## config.mk

```make
export PLATFORM = sky130hd
export DESIGN_NAME = lsg_fault_ctrl
export DESIGN_NICKNAME = d
export VERILOG_FILES = /design/src/rtl/lsg_fault_pkg.sv /design/src/rtl/lsg_uv_hyst.sv /design/src/rtl/lsg_tick_cnt.sv /design/src/rtl/lsg_gate_mux.sv /design/src/rtl/lsg_fault_ctrl.sv
export SDC_FILE = /design/constraint.sdc
export NUM_CORES = 1
export LEC_CHECK = 0
export ABC_AREA = 1
export BUFFER_PORTS_ARGS = -buffer_cell sky130_fd_sc_hd__buf_2
export CORE_MARGIN = 2
export CORE_UTILIZATION = 45
export DETAILED_ROUTE_END_ITERATION = 8
export PLACE_DENSITY = 0.68
export SLEW_MARGIN = 30
export SYNTH_ARGS = -nofsm -noshare
export SYNTH_HDL_FRONTEND = slang
export SYNTH_SLANG_ARGS = --single-unit
export TNS_END_PERCENT = 5
```

## constraint.sdc

```tcl
create_clock -name clk -period 3.4 [get_ports clk]
set_input_delay 0.68 -clock clk [delete_from_list [all_inputs] [get_ports clk]]
set_output_delay 0.68 -clock clk [all_outputs]
set_load 0.005 [all_outputs]
```

## src/rtl/lsg_fault_pkg.sv

```systemverilog
// Package: shared state and cause encodings plus a width helper for the
// low-side gate fault controller. Assumes nothing beyond 1800-2017.
package lsg_fault_pkg;

    typedef enum logic [1:0] {
        ST_RUN   = 2'd0,
        ST_HOLD  = 2'd1,
        ST_DRAIN = 2'd2,
        ST_WAIT  = 2'd3
    } lsg_state_e;

    typedef enum logic [1:0] {
        CAUSE_NONE = 2'd0,
        CAUSE_OC   = 2'd1,
        CAUSE_UV   = 2'd2
    } lsg_cause_e;

    // Bits needed to hold the largest of three tick limits.
    function automatic int unsigned lim_width(int unsigned a, int unsigned b, int unsigned c);
        int unsigned m;
        m = (a > b) ? a : b;
        m = (m > c) ? m : c;
        return (m < 1) ? 1 : $clog2(m + 1);
    endfunction

endpackage

```

## src/rtl/lsg_uv_hyst.sv

```systemverilog
// Undervoltage hysteresis latch. Enters lockout on the turn-off
// comparator and leaves it only on the turn-on comparator. Trip wins
// when both are high. Assumes both flags are synchronous to clk.
module lsg_uv_hyst (
    input  logic clk,
    input  logic rst_n,
    input  logic trip_i,
    input  logic ok_i,
    output logic lock_o
);
    logic lock_q;

    // Holds the lockout state between the two thresholds.
    always_ff @(posedge clk) begin
        if (!rst_n)      lock_q <= 1'b1;
        else if (trip_i) lock_q <= 1'b1;
        else if (ok_i)   lock_q <= 1'b0;
    end

    assign lock_o = lock_q;
endmodule

```

## src/rtl/lsg_tick_cnt.sv

```systemverilog
// Saturating tick counter with a synchronous clear. Clear wins over
// increment. Used for both the hold and the off-time phases.
module lsg_tick_cnt #(
    parameter int unsigned W = 6
) (
    input  logic         clk,
    input  logic         rst_n,
    input  logic         clr_i,
    input  logic         inc_i,
    output logic [W-1:0] cnt_o
);
    localparam logic [W-1:0] CNT_TOP = {W{1'b1}};
    logic [W-1:0] cnt_q;

    // Counts qualified ticks and stops at the top value.
    always_ff @(posedge clk) begin
        if (!rst_n || clr_i)               cnt_q <= '0;
        else if (inc_i && cnt_q != CNT_TOP) cnt_q <= cnt_q + 1'b1;
    end

    assign cnt_o = cnt_q;
endmodule

```

## src/rtl/lsg_gate_mux.sv

```systemverilog
// Per-phase gate gating. Each gate enable is its PWM bit ANDed with a
// shared permit. Purely combinational so a fault cut needs no clock edge.
module lsg_gate_mux #(
    parameter int unsigned PHASES = 3
) (
    input  logic [PHASES-1:0] pwm_i,
    input  logic              allow_i,
    output logic [PHASES-1:0] gate_o
);
    for (genvar k = 0; k < PHASES; k++) begin : g_phase
        assign gate_o[k] = pwm_i[k] & allow_i;
    end
endmodule

```

## src/rtl/lsg_fault_ctrl.sv

```systemverilog
// Low-side gate fault shutdown controller (top). Blocks gates at once on
// a fault, holds the shutdown-line pull-down for a fault-dependent
// minimum, then an off-time counted while the line reads low, and
// restarts the gates only when the line reads high again.
// Assumes every input is already synchronous to clk.
module lsg_fault_ctrl #(
    parameter int unsigned PHASES       = 3,
    parameter int unsigned OC_MIN_TICKS = 20,
    parameter int unsigned UV_MIN_TICKS = 50,
    parameter int unsigned OFF_TICKS    = 20
) (
    input  logic              clk,
    input  logic              rst_n,
    input  logic              tick_en,
    input  logic [PHASES-1:0] pwm_lo_i,
    input  logic              oc_flag_i,
    input  logic              sup_4v_i,
    input  logic              uv_trip_i,
    input  logic              uv_ok_i,
    input  logic              pin_low_i,
    input  logic              pin_high_i,
    output logic [PHASES-1:0] gate_en_o,
    output logic              pull_dn_o,
    output logic              fault_o,
    output logic [1:0]        cause_o
);
    import lsg_fault_pkg::*;

    localparam int unsigned CW = lim_width(OC_MIN_TICKS, UV_MIN_TICKS, OFF_TICKS);
    localparam logic [CW-1:0] OC_LIM  = CW'(OC_MIN_TICKS);
    localparam logic [CW-1:0] UV_LIM  = CW'(UV_MIN_TICKS);
    localparam logic [CW-1:0] OFF_LIM = CW'(OFF_TICKS);

    lsg_state_e    state_q, state_d;
    lsg_cause_e    cause_q, cause_d;
    logic          uv_lock;
    logic          cnt_clr, cnt_inc;
    logic [CW-1:0] cnt;
    logic          oc_live, uv_live, hold_done, allow;

    lsg_uv_hyst u_hyst (
        .clk    (clk),
        .rst_n  (rst_n),
        .trip_i (uv_trip_i),
        .ok_i   (uv_ok_i),
        .lock_o (uv_lock)
    );

    lsg_tick_cnt #(.W(CW)) u_cnt (
        .clk   (clk),
        .rst_n (rst_n),
        .clr_i (cnt_clr),
        .inc_i (cnt_inc),
        .cnt_o (cnt)
    );

    // Qualified fault sources: overcurrent needs the 4 V supply flag.
    assign oc_live   = oc_flag_i & sup_4v_i;
    assign uv_live   = uv_trip_i | uv_lock;
    assign hold_done = (cause_q == CAUSE_UV) ? (cnt >= UV_LIM) : (cnt >= OC_LIM);

    // Hold phase counts every tick; drain phase only ticks with the line low.
    assign cnt_inc = tick_en &
                     ((state_q == ST_HOLD) | ((state_q == ST_DRAIN) & pin_low_i));

    // Next state, cause and counter clear.
    always_comb begin
        state_d = state_q;
        cause_d = cause_q;
        cnt_clr = 1'b0;
        unique case (state_q)
            ST_RUN: begin
                if (uv_live) begin
                    state_d = ST_HOLD; cause_d = CAUSE_UV; cnt_clr = 1'b1;
                end else if (oc_live) begin
                    state_d = ST_HOLD; cause_d = CAUSE_OC; cnt_clr = 1'b1;
                end
            end
            ST_HOLD: begin
                if (uv_live && cause_q != CAUSE_UV) begin
                    cause_d = CAUSE_UV; cnt_clr = 1'b1;
                end else if (hold_done && !uv_live && !oc_live) begin
                    state_d = ST_DRAIN; cnt_clr = 1'b1;
                end
            end
            ST_DRAIN, ST_WAIT: begin
                if (uv_live) begin
                    state_d = ST_HOLD; cause_d = CAUSE_UV; cnt_clr = 1'b1;
                end else if (oc_live) begin
                    state_d = ST_HOLD; cause_d = CAUSE_OC; cnt_clr = 1'b1;
                end else if (state_q == ST_DRAIN) begin
                    if (cnt >= OFF_LIM && pin_low_i) state_d = ST_WAIT;
                end else if (pin_high_i) begin
                    state_d = ST_RUN; cause_d = CAUSE_NONE;
                end
            end
            default: state_d = ST_HOLD;
        endcase
    end

    // State and cause registers; reset lands in undervoltage lockout.
    always_ff @(posedge clk) begin
        if (!rst_n) begin
            state_q <= ST_HOLD;
            cause_q <= CAUSE_UV;
        end else begin
            state_q <= state_d;
            cause_q <= cause_d;
        end
    end

    // Direct cut path: no register between a live fault and the gates.
    assign allow = (state_q == ST_RUN) & pin_high_i & ~oc_live & ~uv_live;

    lsg_gate_mux #(.PHASES(PHASES)) u_gates (
        .pwm_i   (pwm_lo_i),
        .allow_i (allow),
        .gate_o  (gate_en_o)
    );

    assign pull_dn_o = (state_q == ST_HOLD) | (state_q == ST_DRAIN);
    assign fault_o   = pull_dn_o;
    assign cause_o   = cause_q;
endmodule

```

After elaboration in Yosys (flattened, before gate mapping)
Cells that the tools add are included.
{"block": "totals", "reg_bits": 11, "input_bits": 12}
{"block": "classes", "bitwise_logic": 15, "n_reduce_logical": 15, "n_eq_ne": 14, "mux": 22, "addsub": 1, "n_lt_le_gt_ge": 2}
{"operator": "2-bit 2-to-1 mux", "count": 14}
{"operator": "2-bit case mux with 3 select lines", "count": 2}
{"operator": "5-bit != test, second input constant", "count": 2}
{"operator": "1-bit AND", "count": 9}
{"operator": "2-bit != test, second input constant", "count": 4}
{"operator": "4-bit != test, second input constant", "count": 2}
{"operator": "6-bit by 1-bit adder with 6-bit output, second input constant", "count": 1}
{"operator": "2-bit equality test, second input constant", "count": 3}
{"operator": "6-bit by 5-bit >= comparator with 1-bit output, second input constant", "count": 1}
{"operator": "6-bit >= comparator, second input constant", "count": 1}
{"operator": "6-bit != test, second input constant", "count": 1}
{"operator": "1-bit logical AND", "count": 5}
{"operator": "1-bit 2-to-1 mux", "count": 5}
{"operator": "5-bit AND reduction", "count": 1}
{"operator": "4-bit AND reduction", "count": 1}
{"operator": "2-bit OR reduction", "count": 2}
{"operator": "1-bit logical NOT", "count": 3}
{"operator": "3-bit != test, second input constant", "count": 1}
{"operator": "1-bit inverter", "count": 3}
{"operator": "1-bit bitwise OR", "count": 3}
{"operator": "3-bit OR reduction", "count": 1}
{"operator": "2-bit by 1-bit equality test with 1-bit output, second input constant", "count": 1}
{"operator": "2-bit logical NOT", "count": 1}
{"operator": "1-bit case mux with 2 select lines", "count": 1}
{"operator": "1-bit logical OR", "count": 1}

Longest topological paths before layout
{"block": "logic_depth", "ltp_word": 8, "mapped_depth": 11, "ltp_nobuf": 11}

By module
Synthesis repeated with hierarchy kept, for this count alone.
{"block": "unflattened", "cells_unflattened": 147, "area_unflattened_um2": 932.1}
{"module": "lsg_fault_ctrl", "n_inst": 1, "area_per_inst_um2": 489.2, "seq_area_each_um2": 80.1, "cells_each": 78}
{"module": "lsg_tick_cnt", "n_inst": 1, "area_per_inst_um2": 379.1, "seq_area_each_um2": 120.1, "cells_each": 57}
{"module": "lsg_uv_hyst", "n_inst": 1, "area_per_inst_um2": 41.3, "seq_area_each_um2": 20.0, "cells_each": 6}
{"module": "lsg_gate_mux", "n_inst": 1, "area_per_inst_um2": 22.5, "seq_area_each_um2": 0.0, "cells_each": 6}

Worst setup path after synthesis
No wires, ideal clock.
{"block": "synth_timing", "kind": "input to output", "start": "input port uv_trip_i", "end": "output port gate_en_o[0]", "stages": 5, "setup_slack_ns": 1.524, "path_buffers": 0, "t_arrival_ns": 1.196, "path_cell_list": "nor2_1 nand2_1 inv_1 nand3_1 nor2_1"}
{"block": "synth_via", "elab_chain_cells": 4}
{"item": "start: declaration", "line": "lsg_fault_ctrl.sv:18", "text": "input logic uv_trip_i,"}
{"item": "1-bit bitwise OR", "line": "lsg_fault_ctrl.sv:59", "text": "assign uv_live = uv_trip_i | uv_lock;"}
{"item": "1-bit inverter", "line": "lsg_fault_ctrl.sv:113", "text": "assign allow = (state_q == ST_RUN) & pin_high_i & ~oc_live & ~uv_live;"}
{"item": "1-bit AND", "line": "lsg_fault_ctrl.sv:113"}
{"item": "1-bit AND", "line": "lsg_gate_mux.sv:11", "text": "assign gate_o[k] = pwm_i[k] & allow_i;"}
{"item": "end: declaration", "line": "lsg_fault_ctrl.sv:22", "text": "output logic [PHASES-1:0] gate_en_o,"}
No other way between the ends.

Worst setup path in the final report
{"block": "layout_timing", "start": "input port uv_trip_i", "end": "output port gate_en_o[2]"}
The elaborated chain is that of the path after synthesis.

==> results.cfg <==
[run_status]
status = complete, no violations

[clock_tree]
cts_buffer_depth = 2
clock-root-buffer = clkbuf_4
cts_resized = 0
ctsHoldBuffers = 0
h-tree-depth = 1
clkLatencyLatePin_ns = 0.28
tritoncts = done
post-cts-setup-buffers = 0
numCtsBuffers = 3
clkTransAtPathRegs_ns = 0.08
cts_sinks = 11

[sta]
final.setup.tns_ns = 0
tightest_slew_ns = 0.235
relSlewSlack_pct = 84.3
drv_slew = 0
fin_crit_ns = 2.17
timing.fmax_mhz = 460
rsz0062_at_grt = false
fin_crit_sh_pct = 64.0
hold_violations = 0
finalClockSkew_ns = 0.00757
finalSetupViolCount = 0

[layout]
antenna-diode-count = 0
nNetsFinal = 174
syn_to_final_growth_pct = 16.8
drive_gt1_share_pct = 19.1
fillCellCount = 192

[synth]
synth_cell_types = 21
synthAdderAreaFrac_pct = 13.4
ys_ff_latch = 11
ys_top_cells_by_count = 34 x nand2_1, 20 x inv_1, 20 x nor2_1
syn_avg_cell_area_um2 = 6.44
yosys.area.top_type_share_pct = 26.1
synth_flop_cell = dfxtp_1
muxShareOfSynthArea_pct = 0
yosys.area_share.simple_pct = 33.1
syn_inst = 131
yosysSeqAreaShare_pct = 26.1
async_flop_share_pct = 0
yosysMostFrequentCell = nand2_1
synth_edf_count = 0
yosysWarningCount = 0
netlist_top_cells_area = dfxtp_1 26%, nand2_1 15%, ha_1 13%, inv_1 8.9%, nor2_1 8.9%
synth_xor_area_share_pct = 4.15
syn_nets = 152
syn_area_um2 = 843
synth_top_cell_by_area = dfxtp_1
synth_compound_area_share_pct = 13.1
synth_top_family_by_area = simple AND/OR/NAND/NOR gates

[routing]
wl_met1_um = 755
routedWlPerCell_um = 10.0
firstDrtPassIters = 4
wl_met2_um = 909
routed_via_density = 4.70
top_layer = met4
drtIter0Drc = 14
post-route-drc-count = 0
ant_nets = 0
wl_met3_um = 92
num_vias = 832
routed_wl_um = 1780

[global_route]
grt_start_max_net_pins = 8
track_usage_pct = 18.0
antenna_found_initial = 0
grt_pass1_vias = 729
grt.overflow.total = 0
grt_first_pass_wirelength_um = 2790

[worst_setup_path]
critical_path_class = input port to primary output
critPathSlowestCell = inv_1
critPathLaunchType = input port
crit_buf_inv = 3
cp.arrival_ns = 1.49
worst_path_dominant_cell_family = simple AND/OR/NAND/NOR gates
slowest_delay_ns = 0.14
critical_path.cell_chain = buf_2 -> nor2_1 -> nand2_1 -> inv_1 -> nand3_1 -> nor2_1 -> buf_2
crit_path_max_fanout = 6
cp-end-kind = primary output
crit_required_ns = 2.72

[die]
core_mm2 = 0.00175
start_util_pct = 48.3
die_y_um = 47.3
fp.dieW_um = 47.3
die_area_mm2 = 0.00224
num_rows = 15
ios = 19

[worst_hold_path]
min_path_type = register to register

[placement]
place_congestion = 0.923
port_buffers = 18
dp_hpwl_um = 1440

[power]
power.total_uw = 499
peakVddDrop_mv = 0.366
power_density_mw_per_mm2 = 507
leakage_uw = 0.000510

[run]
maxCapViolCount = 0
[flip-flops by register name, summed over array words and instances, names as in the netlist]
signal / cells
cause_o: 2
state_q: 2
u_cnt.cnt_o: 6
u_hyst.lock_o: 1
[cell families after synthesis]
logic type / Yosys count
AND/OR/NAND/NOR: 67
buffers and inverters: 22
AO/OA/AOI/OAI: 18
flip-flops: 11
adder cells (fa/ha/maj): 9
XOR/XNOR: 4
[worst register-to-register path: stages, from the launching register on]
cell	delay (ns)
dfxtp_1	0.44
inv_1	0.13
ha_1	0.28
nor2_2	0.20
nor2_1	0.07
or2_0	0.20
nand2_1	0.09
nand3_1	0.12
a21oi_1	0.14
o21ai_1	0.07
[power by group]
group,leakage [uW],switching (uW),internal (uW)
logic,0.000403,143,93.7
registers,0.0000897,20.8,149
clock network,0.0000177,49.6,43.7
[cells in the final DEF (no fill, tap or decap), drive strengths merged]
cell / count
clkinv: 1
xor2: 1
nand4: 1
xnor2: 3
buf: 18
nor2: 22
a21o: 1
nand3: 8
ha: 9
dfxtp: 11
clkbuf: 3
inv: 21
a21oi: 6
a21boi: 1
nand2: 35
o21ai: 10
or2: 1
[per-layer routing]
metal / global-route usage [%] / vias up
li1: - / 445
met3: 5.77 / 4
met1: 18.5 / 363
met2: 34.3 / 20
met5: 0 / -
met4: 5.00 / 0
[metrics by stage]
| step | area, um2 | setup WS (ns) | util (%) | hold slack [ns] | cells |
|---|---|---|---|---|---|
| finish | 985 | 1.23 | 56.4 | 0.475 | 177 |
| global route | 985 | 1.08 | 56.4 | 0.493 | 177 |
| CTS | 985 | 1.23 | 56.4 | 0.478 | 177 |
| detailed placement | 957 | 1.23 | 54.8 | 0.461 | 173 |
| global placement | 957 | 1.26 | 54.8 | 0.460 | 173 |
| floorplan | 843 | 1.52 | - | 0.441 | 131 |
[path summary, 6_finish.rpt]
kind                            cells past startpoint          start  slack (ns)             to
worst max-delay path                                7      uv_trip_i        1.23   gate_en_o[2]
worst min-delay path                                2  u_hyst.lock_o        0.47  u_hyst.lock_o
worst max register to register                      9     state_q[0]        1.57     cause_o[1]
worst min register to register                      2  u_hyst.lock_o        0.47  u_hyst.lock_o
[final cells by class]
class                           count  area (um2)  area share, %
Clock buffer                        3        22.5           2.29
Clock inverter                      1        5.00          0.508
Inverter                           21        78.8           8.01
Multi-Input combinational cell     98         537           54.5
Sequential cell                    11         220           22.4
Tap cell                           25        31.3           3.18
Timing Repair Buffer               18        90.1           9.15
Power figures use the tool's default switching activity.
